===== src/rtl/updn_pkg.sv =====
package updn_pkg;
  typedef enum logic [1:0] {
    DIR_HOLD = 2'd0,
    DIR_UP   = 2'd1,
    DIR_DOWN = 2'd2
  } dir_e;

  function automatic dir_e dir_of(input logic up, input logic dn);
    if (up && !dn)      return DIR_UP;
    else if (dn && !up) return DIR_DOWN;
    else                return DIR_HOLD;
  endfunction
endpackage


===== src/rtl/updn_digit.sv =====
module updn_digit #(
  parameter int DW = 4
) (
  input  logic          clk,
  input  logic          rst_n,
  input  logic          clr,
  input  logic          load,
  input  logic [DW-1:0] load_val,
  input  logic          step_up,
  input  logic          step_dn,
  output logic [DW-1:0] value,
  output logic          all_ones,
  output logic          all_zero
);
  logic [DW-1:0] val_q, val_d;

  always_comb begin
    val_d = val_q;
    if (clr)          val_d = '0;
    else if (load)    val_d = load_val;
    else if (step_up) val_d = val_q + DW'(1);
    else if (step_dn) val_d = val_q - DW'(1);
  end

  always_ff @(posedge clk or negedge rst_n) begin
    if (!rst_n) val_q <= '0;
    else        val_q <= val_d;
  end

  assign value    = val_q;
  assign all_ones = &val_q;
  assign all_zero = ~|val_q;

  assert_digit_clear_R1: assert property (@(posedge clk) disable iff (!rst_n)
    clr |=> (val_q == '0));

  assert_digit_hold_R5: assert property (@(posedge clk) disable iff (!rst_n)
    (!clr && !load && !step_up && !step_dn) |=> $stable(val_q));

  assert_digit_onehot_dir_R5: assert property (@(posedge clk) disable iff (!rst_n)
    $onehot0({step_up, step_dn}));
endmodule


===== src/rtl/updn_pulse.sv =====
module updn_pulse (
  input  logic clk,
  input  logic rst_n,
  input  logic fire,
  output logic pulse
);
  logic p_q, p_d;

  always_comb p_d = fire;

  always_ff @(posedge clk or negedge rst_n) begin
    if (!rst_n) p_q <= 1'b0;
    else        p_q <= p_d;
  end

  assign pulse = p_q;
endmodule


===== src/rtl/updn_divider.sv =====
module updn_divider #(
  parameter int DIGIT_W = 4,
  parameter int STAGES  = 2,
  localparam int W      = DIGIT_W * STAGES
) (
  input  logic         clk,
  input  logic         rst_n,
  input  logic         clr,
  input  logic         up_en,
  input  logic         dn_en,
  input  logic         reload_en,
  input  logic         load_n,
  input  logic [W-1:0] preset,
  output logic [W-1:0] count,
  output logic         up_tc,
  output logic         dn_tc
);
  import updn_pkg::*;

  dir_e                 dir;
  logic                 up_go, dn_go;
  logic [STAGES:0]      up_carry, dn_borrow;
  logic [STAGES-1:0]    dig_ones, dig_zero;
  logic                 cnt_is_one, cnt_is_zero;
  logic                 reload_hit, reload_pulse, load_any;
  logic                 up_fire, dn_fire;

  always_comb begin
    dir   = dir_of(up_en, dn_en);
    up_go = (dir == DIR_UP);
    dn_go = (dir == DIR_DOWN);
  end

  assign up_carry[0]  = up_go;
  assign dn_borrow[0] = dn_go;

  assign cnt_is_zero = &dig_zero;
  assign cnt_is_one  = (count == W'(1));

  always_comb begin
    reload_hit   = reload_en && dn_go && (cnt_is_one || cnt_is_zero);
    reload_pulse = reload_en && dn_go && cnt_is_one;
    load_any     = !load_n || reload_hit;
  end

  genvar g;
  generate
    for (g = 0; g < STAGES; g++) begin : g_digit
      updn_digit #(.DW(DIGIT_W)) u_digit (
        .clk      (clk),
        .rst_n    (rst_n),
        .clr      (clr),
        .load     (load_any),
        .load_val (preset[g*DIGIT_W +: DIGIT_W]),
        .step_up  (up_carry[g]),
        .step_dn  (dn_borrow[g]),
        .value    (count[g*DIGIT_W +: DIGIT_W]),
        .all_ones (dig_ones[g]),
        .all_zero (dig_zero[g])
      );
      assign up_carry[g+1]  = up_carry[g]  && dig_ones[g];
      assign dn_borrow[g+1] = dn_borrow[g] && dig_zero[g];
    end
  endgenerate

  always_comb begin
    up_fire = !clr && load_n && up_carry[STAGES];
    if (reload_en) dn_fire = !clr && load_n && reload_pulse;
    else           dn_fire = !clr && load_n && dn_borrow[STAGES];
  end

  updn_pulse u_up_tc (.clk(clk), .rst_n(rst_n), .fire(up_fire), .pulse(up_tc));
  updn_pulse u_dn_tc (.clk(clk), .rst_n(rst_n), .fire(dn_fire), .pulse(dn_tc));

  assert_clear_R1: assert property (@(posedge clk) disable iff (!rst_n)
    clr |=> (count == '0 && !up_tc && !dn_tc));

  assert_load_R2: assert property (@(posedge clk) disable iff (!rst_n)
    (!clr && !load_n) |=> (count == $past(preset) && !up_tc && !dn_tc));

  assert_hold_R5: assert property (@(posedge clk) disable iff (!rst_n)
    (!clr && load_n && (up_en == dn_en)) |=> $stable(count));

  assert_up_wrap_R6: assert property (@(posedge clk) disable iff (!rst_n)
    up_tc |-> (count == '0 && $past(count) == {W{1'b1}}));

  assert_dn_wrap_R7: assert property (@(posedge clk) disable iff (!rst_n)
    (dn_tc && !$past(reload_en)) |-> (count == {W{1'b1}}));

  assert_reload_R8: assert property (@(posedge clk) disable iff (!rst_n)
    (!clr && load_n && reload_en && dn_en && !up_en && count == W'(1))
      |=> (dn_tc && count == $past(preset)));

  assert_no_overlap_R10: assert property (@(posedge clk) disable iff (!rst_n)
    !(up_tc && dn_tc));
endmodule


===== config.mk =====
export PLATFORM = sky130hd
export DESIGN_NAME = updn_divider
export DESIGN_NICKNAME = d
export VERILOG_FILES = /design/src/rtl/updn_pkg.sv /design/src/rtl/updn_digit.sv /design/src/rtl/updn_pulse.sv /design/src/rtl/updn_divider.sv
export SDC_FILE = /design/constraint.sdc
export NUM_CORES = 1
export LEC_CHECK = 0
export ABC_AREA = 0
export BUFFER_PORTS_ARGS = -buffer_cell sky130_fd_sc_hd__buf_4
export CORE_MARGIN = 2
export CORE_UTILIZATION = 40
export CTS_CLUSTER_DIAMETER = 100
export DETAILED_ROUTE_END_ITERATION = 6
export PLACE_DENSITY = 0.68
export SYNTH_ARGS = -nofsm -noshare
export SYNTH_HDL_FRONTEND = slang
export SYNTH_SLANG_ARGS = --single-unit

===== constraint.sdc =====
create_clock -name clk -period 4.1 [get_ports clk]
set_input_delay 0.41 -clock clk [delete_from_list [all_inputs] [get_ports clk]]
set_output_delay 0.41 -clock clk [all_outputs]
set_load 0.05 [all_outputs]

==> results of run 1 <==
-- area by class of cell --
cell class | count | share of cell area [%]
Clock buffer | 4 | 3.62
Inverter | 3 | 1.12
Timing Repair Buffer | 25 | 19.0
Multi-Input combinational cell | 57 | 48.2
Tap cell | 25 | 3.12
Sequential cell | 10 | 25.0
-- power by group through the flow --
| stage | clock network, uW | logic [uW] | registers [uW] |
|---|---|---|---|
| final | 91.8 | 157 | 128 |
| after global routing | 98.7 | 170 | 131 |
| after CTS | 95.9 | 158 | 128 |
| after detailed placement | 0 | 157 | 130 |
| after global placement | 0 | 154 | 130 |
| after floorplan | 0 | 74.0 | 165 |
-- final timing paths --
path	end	slack (ns)	cells past startpoint
max in group asynchronous	g_digit[0].u_digit.value[0]	3.44	2
min in group asynchronous	u_dn_tc.pulse	0.52	2
worst max register to register	g_digit[0].u_digit.value[1]	1.63	4
worst min-delay path	g_digit[0].u_digit.value[3]	0.40	2
worst min register to register	g_digit[1].u_digit.value[3]	0.60	1
worst max-delay path	g_digit[0].u_digit.value[1]	1.63	4
-- stage by stage --
stage,instance area (um2),hold WS (ns),worst slack (ns),utilization (%)
after global placement,956,0.252,1.70,54.2
after floorplan,759,0.114,1.77,-
final,1000,0.398,1.63,56.8
after global routing,1000,0.409,1.55,56.8
after CTS,1000,0.392,1.64,56.8
after detailed placement,956,0.256,1.65,54.2
-- cell families (layout without fill, tap and decap cells) --
logic type | count (synthesis) | in the layout | share of synthesized area, %
adder cells (fa/ha/maj) | 7 | 7 | 13.2
XOR/XNOR | 6 | 6 | 8.73
multiplexers | 3 | 3 | 4.45
AO/OA/AOI/OAI | 19 | 19 | 20.6
buffers and inverters | 5 | 32 | 3.46
AND/OR/NAND/NOR | 22 | 22 | 16.6
flip-flops | 10 | 10 | 32.9
-- synthesized netlist by cell type --
cell	instances	area share (%)
sky130_fd_sc_hd__and3_1	1	0.82
sky130_fd_sc_hd__dfrtp_1	10	33
sky130_fd_sc_hd__nor4_1	2	1.6
sky130_fd_sc_hd__nand2_1	3	1.5
sky130_fd_sc_hd__o31ai_1	1	0.99
sky130_fd_sc_hd__a211oi_1	1	0.99
sky130_fd_sc_hd__xnor3_1	1	3.0
sky130_fd_sc_hd__or4_1	1	0.99
sky130_fd_sc_hd__a221o_1	2	2.6
sky130_fd_sc_hd__nor2_1	6	3.0
sky130_fd_sc_hd__clkbuf_1	1	0.49
sky130_fd_sc_hd__or4b_4	1	1.8
sky130_fd_sc_hd__o41ai_4	1	3.6
sky130_fd_sc_hd__nor4bb_1	1	1.3
sky130_fd_sc_hd__maj3_1	1	1.3
sky130_fd_sc_hd__a22o_1	5	5.8
sky130_fd_sc_hd__nor3_1	1	0.66
sky130_fd_sc_hd__fa_1	2	5.3
sky130_fd_sc_hd__a21o_1	2	2.0
sky130_fd_sc_hd__inv_1	3	1.5
sky130_fd_sc_hd__nand2b_1	2	1.6
sky130_fd_sc_hd__mux2_2	3	4.4
sky130_fd_sc_hd__a21oi_1	3	2.0
sky130_fd_sc_hd__nand4_1	2	1.6
sky130_fd_sc_hd__nor2b_1	2	1.6
sky130_fd_sc_hd__ha_1	4	6.6
sky130_fd_sc_hd__xor2_1	2	2.3
sky130_fd_sc_hd__o21ai_0	4	2.6
sky130_fd_sc_hd__xnor2_1	3	3.5
sky130_fd_sc_hd__buf_6	1	1.5
-- routing by layer --
metal	GRT usage, %	up-vias	part of all wire [%]
li1	-	326	-
met1	22.4	312	48
met2	25.4	20	47
met3	3.40	2	4.3
met4	8.11	0	1.2
met5	0	-	0
-- repair_timing --
action / CTS / global route
endpoints found under the setup margin: 0 / 0
buffers inserted: 0 / 0
hold endpoints to repair: 10 / 0
hold buffers: 1 / 0
-- flip-flops by register name, indices dropped and copies added (netlist names) --
name and count:
g_digit.u_digit.value 8, u_up_tc.pulse 1, u_dn_tc.pulse 1
-- worst max-delay path, stage by stage (launching register included) --
cell and delay, ns:
sky130_fd_sc_hd__dfrtp_1 0.46, sky130_fd_sc_hd__or4b_4 0.59, sky130_fd_sc_hd__o41ai_4 0.70, sky130_fd_sc_hd__mux2_2 0.41, sky130_fd_sc_hd__a22o_1 0.20
==> metrics.txt, run 1 <==
result of the run complete, no violations; worst relative slew slack 48.5%; total nets after synthesis 93; net load switching power 144 uW; clk sinks 10; element type at the critical path end flop; initial antenna violation count 0; Area Growth Syn to Fin 32.0%; synthesized area divided by synthesized cell count 10.5 um2; Multi-input gate area 483 um2; Combinational Power Share 41.6%; overflow left after global routing 0; number of global-route vias before repair 591; number of library cell types mapped by synthesis 30; Max-Cap Viols 0; Setup Viol. Count Final 0; hold path start clr; DRC violation count after routing 0; number of warning messages in the yosys log 0; Worst EP arrival 2.62 ns; TritonRoute pass-1 iters 6; internal power 233 uW; Die H 47.6 um; overall power after layout 377 uW; TritonCTS clock tree built; class of the most critical hold timing path in2reg; Final Max Tran Viols 0; Max Freq 406 MHz; worst IR drop on VDD 0.180 mV; leading cell type in the layout, fill and taps excluded sky130_fd_sc_hd__buf_4; Num CTS Buffers 3; die footprint 0.00226 mm2; total power divided by cell area 376 mW/mm2; global-route wire length before repair 2.53 mm; post-route clock skew 0.000954 ns; quantity of I/O buffers inserted on ports 24; filler-free cell count of the finished design 124; core area 0.00176 mm2; number of buffers on the longest clock path 2; overall routed net length 1.69 mm; maximum number of pins on one net before global-route repair 15; H-tree lvl count 1; crit share post-route 60.1%; DP HPWL 1.27 mm; final routed wire length divided by cell count 13.6 um; nets@finish 121; Std-Cell Rows 15; sequential area share after synthesis 32.9%; fraction of final layout cells with drive strength greater than 1 33.3%; critical path launch point g_digit[0].u_digit.value[1]; clk slew on worst S/H paths 0.07 ns; worst-path maximum fanout 14; slew at the pin closest to its max-slew limit 0.768 ns; switching power share of the total 38.1%; Seq pwr share 34.0%; DRC marker count from the first detailed-route iteration 14; sum of negative setup slack 0 ns; post-synthesis cell count 72; flip-flop and latch area 250 um2; classification of the worst setup path reg2reg; type of element launching the critical path flop; number of fill cells 169; RSZ-0062 raised after global routing no; GR Util All Layers 16.6%; Avg Vias per Cell 5.32; Seq cells post-synth 10; most used cells in the layout excluding fill and tap cells 24 x sky130_fd_sc_hd__buf_4, 10 x sky130_fd_sc_hd__dfrtp_1, 6 x sky130_fd_sc_hd__nor2_1, 5 x sky130_fd_sc_hd__a22o_1; post-cts sizing count 0; Static Leakage 0.000480 uW; Clk pwr share 24.4%; Root Driver sky130_fd_sc_hd__clkbuf_4; required time worst endpoint 4.26 ns; shortest clock period the worst path allows after layout 2.47 ns; Starting Density 43.0%; Detail Route Antenna Nets 0; RR Startpoint g_digit[0].u_digit.value[1]; total count of hold-check failures in the final report 0; Final GP Congestion 0.779; Antenna Cells 0; source-to-sink clock delay at the later pin of the worst-skew pair 0.27 ns; IO Count 25; Cell Area, Synth 759 um2; number of cells after detailed placement 119; DR vias 660; x dimension of the die 47.6 um
(Power assumes the default switching activity.)
==> inputs of run 2 (changes only) <==
- clock period: 4.1 -> 2.4 ns (I/O delays scaled with it)
==> run 2 against run 1 <==
Compared with the run above:
- maximum frequency is 15% higher
- sequential power grew 66%
- combinational power is 80% higher
- global-route usage is 1.1 points higher
- critical path depth up 2
- setup slack got worse by 1.4 ns
- critical path type unchanged
- largest cell class unchanged
==> metrics.txt, run 2 (synthesis results as in run 1) <==
x dimension of the die 47.6 um; number of fill cells 168; Setup Viol. Count Final 0; die footprint 0.00226 mm2; result of the run complete, no violations; ordered list of cells on the worst path or4b_4, o41ai_4, buf_4, nor4bb_1, a21oi_1, o31ai_1; Std-Cell Rows 15; Crit-path slowest cell sky130_fd_sc_hd__or4b_4; Final GP Congestion 0.790; total power divided by cell area 602 mW/mm2; type of element launching the critical path flop; DR vias 655; total count of hold-check failures in the final report 0; worst relative slew slack 47.0%; top layer reached by signal wires met4; net load switching power 238 uW; internal power 371 uW; shortest clock period the worst path allows after layout 2.15 ns; sum of negative setup slack 0 ns; post-route clock skew 0.00193 ns; Antenna Cells 0; overflow left after global routing 0; nets@finish 124; r2r setup slk 0.25 ns; slew at the pin closest to its max-slew limit 0.791 ns; DRC violation count after routing 0; Num CTS Buffers 3; M1 WL 819 um; endpoint of the lowest-slack register-to-register path g_digit[0].u_digit.value[3]; number of buffers and inverters on the critical path 1; GR Util All Layers 17.7%; clk sinks 10; TritonCTS clock tree built; RR Startpoint g_digit[0].u_digit.value[1]; H-tree lvl count 1; number of global-route vias before repair 622; largest stage delay on the critical path 0.59 ns; DRC marker count from the first detailed-route iteration 12; Seq pwr share 35.0%; classification of the worst setup path reg2reg; Root Driver sky130_fd_sc_hd__clkbuf_4; Area Growth Syn to Fin 33.1%; Avg Vias per Cell 5.20; Die H 47.6 um; crit share post-route 89.4%; core area 0.00176 mm2; family of cells with the greatest summed delay on the critical path simple AND/OR/NAND/NOR gates; overall routed net length 1.73 mm; Worst EP arrival 2.31 ns; number of instances on the worst hold path 2; Worst Hold Path EP g_digit[0].u_digit.value[3]; initial antenna violation count 0; required time worst endpoint 2.56 ns; fraction of final layout cells with drive strength greater than 1 34.7%; IO Count 25; clk slew on worst S/H paths 0.06 ns; Static Leakage 0.000488 uW; Max Freq 466 MHz; switching power share of the total 39.1%; leading cell type in the layout, fill and taps excluded sky130_fd_sc_hd__buf_4; Max-Cap Viols 0; worst-path maximum fanout 12; flip-flop count of the largest register after layout 8; worst IR drop on VDD 0.328 mV; hold path start clr; maximum number of pins on one net before global-route repair 13; Clk pwr share 18.7%; Combinational Power Share 46.4%; global-route wire length before repair 2.69 mm; most used cells in the layout excluding fill and tap cells 27 x sky130_fd_sc_hd__buf_4, 10 x sky130_fd_sc_hd__dfrtp_1, 6 x sky130_fd_sc_hd__nor2_1, 5 x sky130_fd_sc_hd__a22o_1; met3 layer wire length in the routed design 66 um; final routed wire length divided by cell count 13.8 um; Detail Route Antenna Nets 0; class of the most critical hold timing path in2reg; Final Max Tran Viols 0; number of buffers on the longest clock path 2; worst r2r path cells 6; post-cts sizing count 0; TritonRoute pass-1 iters 4; RSZ-0062 raised after global routing no; quantity of I/O buffers inserted on ports 24; Starting Density 43.0%; overall power after layout 609 uW; source-to-sink clock delay at the later pin of the worst-skew pair 0.26 ns; element type at the critical path end flop; met2 routed wirelength 837 um; DP HPWL 1.38 mm
==> run 2: changes by cell type in the layout (fill, tap and decap cells not counted) <==
cell | previous run | this run
sky130_fd_sc_hd__clkbuf_8 | 1 | 0
sky130_fd_sc_hd__buf_4 | 24 | 27
==> run 2: through the flow <==
step | worst slack, ns | hold WS (ns) | instances | util (%) | instance area [um2]
detailed placement | 0.198 | 0.0806 | 122 | 55.5 | 978
floorplan | 0.0664 | -0.0556 | 72 | - | 759
global placement | 0.264 | 0.0758 | 122 | 55.5 | 978
global route | 0.0875 | 0.257 | 126 | 57.3 | 1010
CTS | 0.230 | 0.243 | 126 | 57.3 | 1010
finish | 0.254 | 0.242 | 126 | 57.3 | 1010
==> run 2: how the worst max path moves through the flow <==
stage / from / endpoint / slack, ns / depth (start not counted)
3_5_place_dp: dn_en / g_digit[1].u_digit.value[3] / 0.20 / 10
4_1_cts: g_digit[0].u_digit.value[1] / g_digit[0].u_digit.value[3] / 0.23 / 6
2_1_floorplan: g_digit[0].u_digit.value[0] / g_digit[1].u_digit.value[3] / 0.07 / 9
6_report: g_digit[0].u_digit.value[1] / g_digit[0].u_digit.value[3] / 0.25 / 6
5_1_grt: g_digit[0].u_digit.value[1] / g_digit[1].u_digit.value[3] / 0.09 / 9
3_3_place_gp: dn_en / g_digit[1].u_digit.value[3] / 0.26 / 10
==> run 2: area by class of cell <==
class                   instances  area, um2  share of cell area (%)
flip-flops and latches         10        250                    24.8
inverters                       3       11.3                    1.11
well taps                      25       31.3                    3.09
clock buffers                   3       22.5                    2.23
multi-input cells              57        483                    47.8
repair buffers                 28        213                    21.0
==> run 2: repair_timing <==
item / in CTS / in global routing
endpoints found under the hold margin: 10 / 0
hold buffers: 1 / 0
setup buffers: 0 / 0
==> run 2: worst register-to-register path, stage by stage, from the launching register on <==
cell and delay, ns:
sky130_fd_sc_hd__dfrtp_1 0.46, sky130_fd_sc_hd__or4b_4 0.59, sky130_fd_sc_hd__o41ai_4 0.39, sky130_fd_sc_hd__buf_4 0.25
sky130_fd_sc_hd__nor4bb_1 0.21, sky130_fd_sc_hd__a21oi_1 0.06, sky130_fd_sc_hd__o31ai_1 0.09
==> run 2: power by group through the flow <==
stage	registers [uW]	logic, uW	clock network (uW)
3_5_place_dp	217	283	0
5_1_grt	217	307	124
2_1_floorplan	282	126	0
6_report	213	282	114
4_1_cts	214	285	119
3_3_place_gp	215	279	0
==> run 2: routing by layer <==
metal | vias up | global-route usage [%]
li1 | 328 | -
met3 | 2 | 5.66
met2 | 20 | 28.4
met4 | 0 | 4.86
met1 | 305 | 23.2
met5 | - | 0
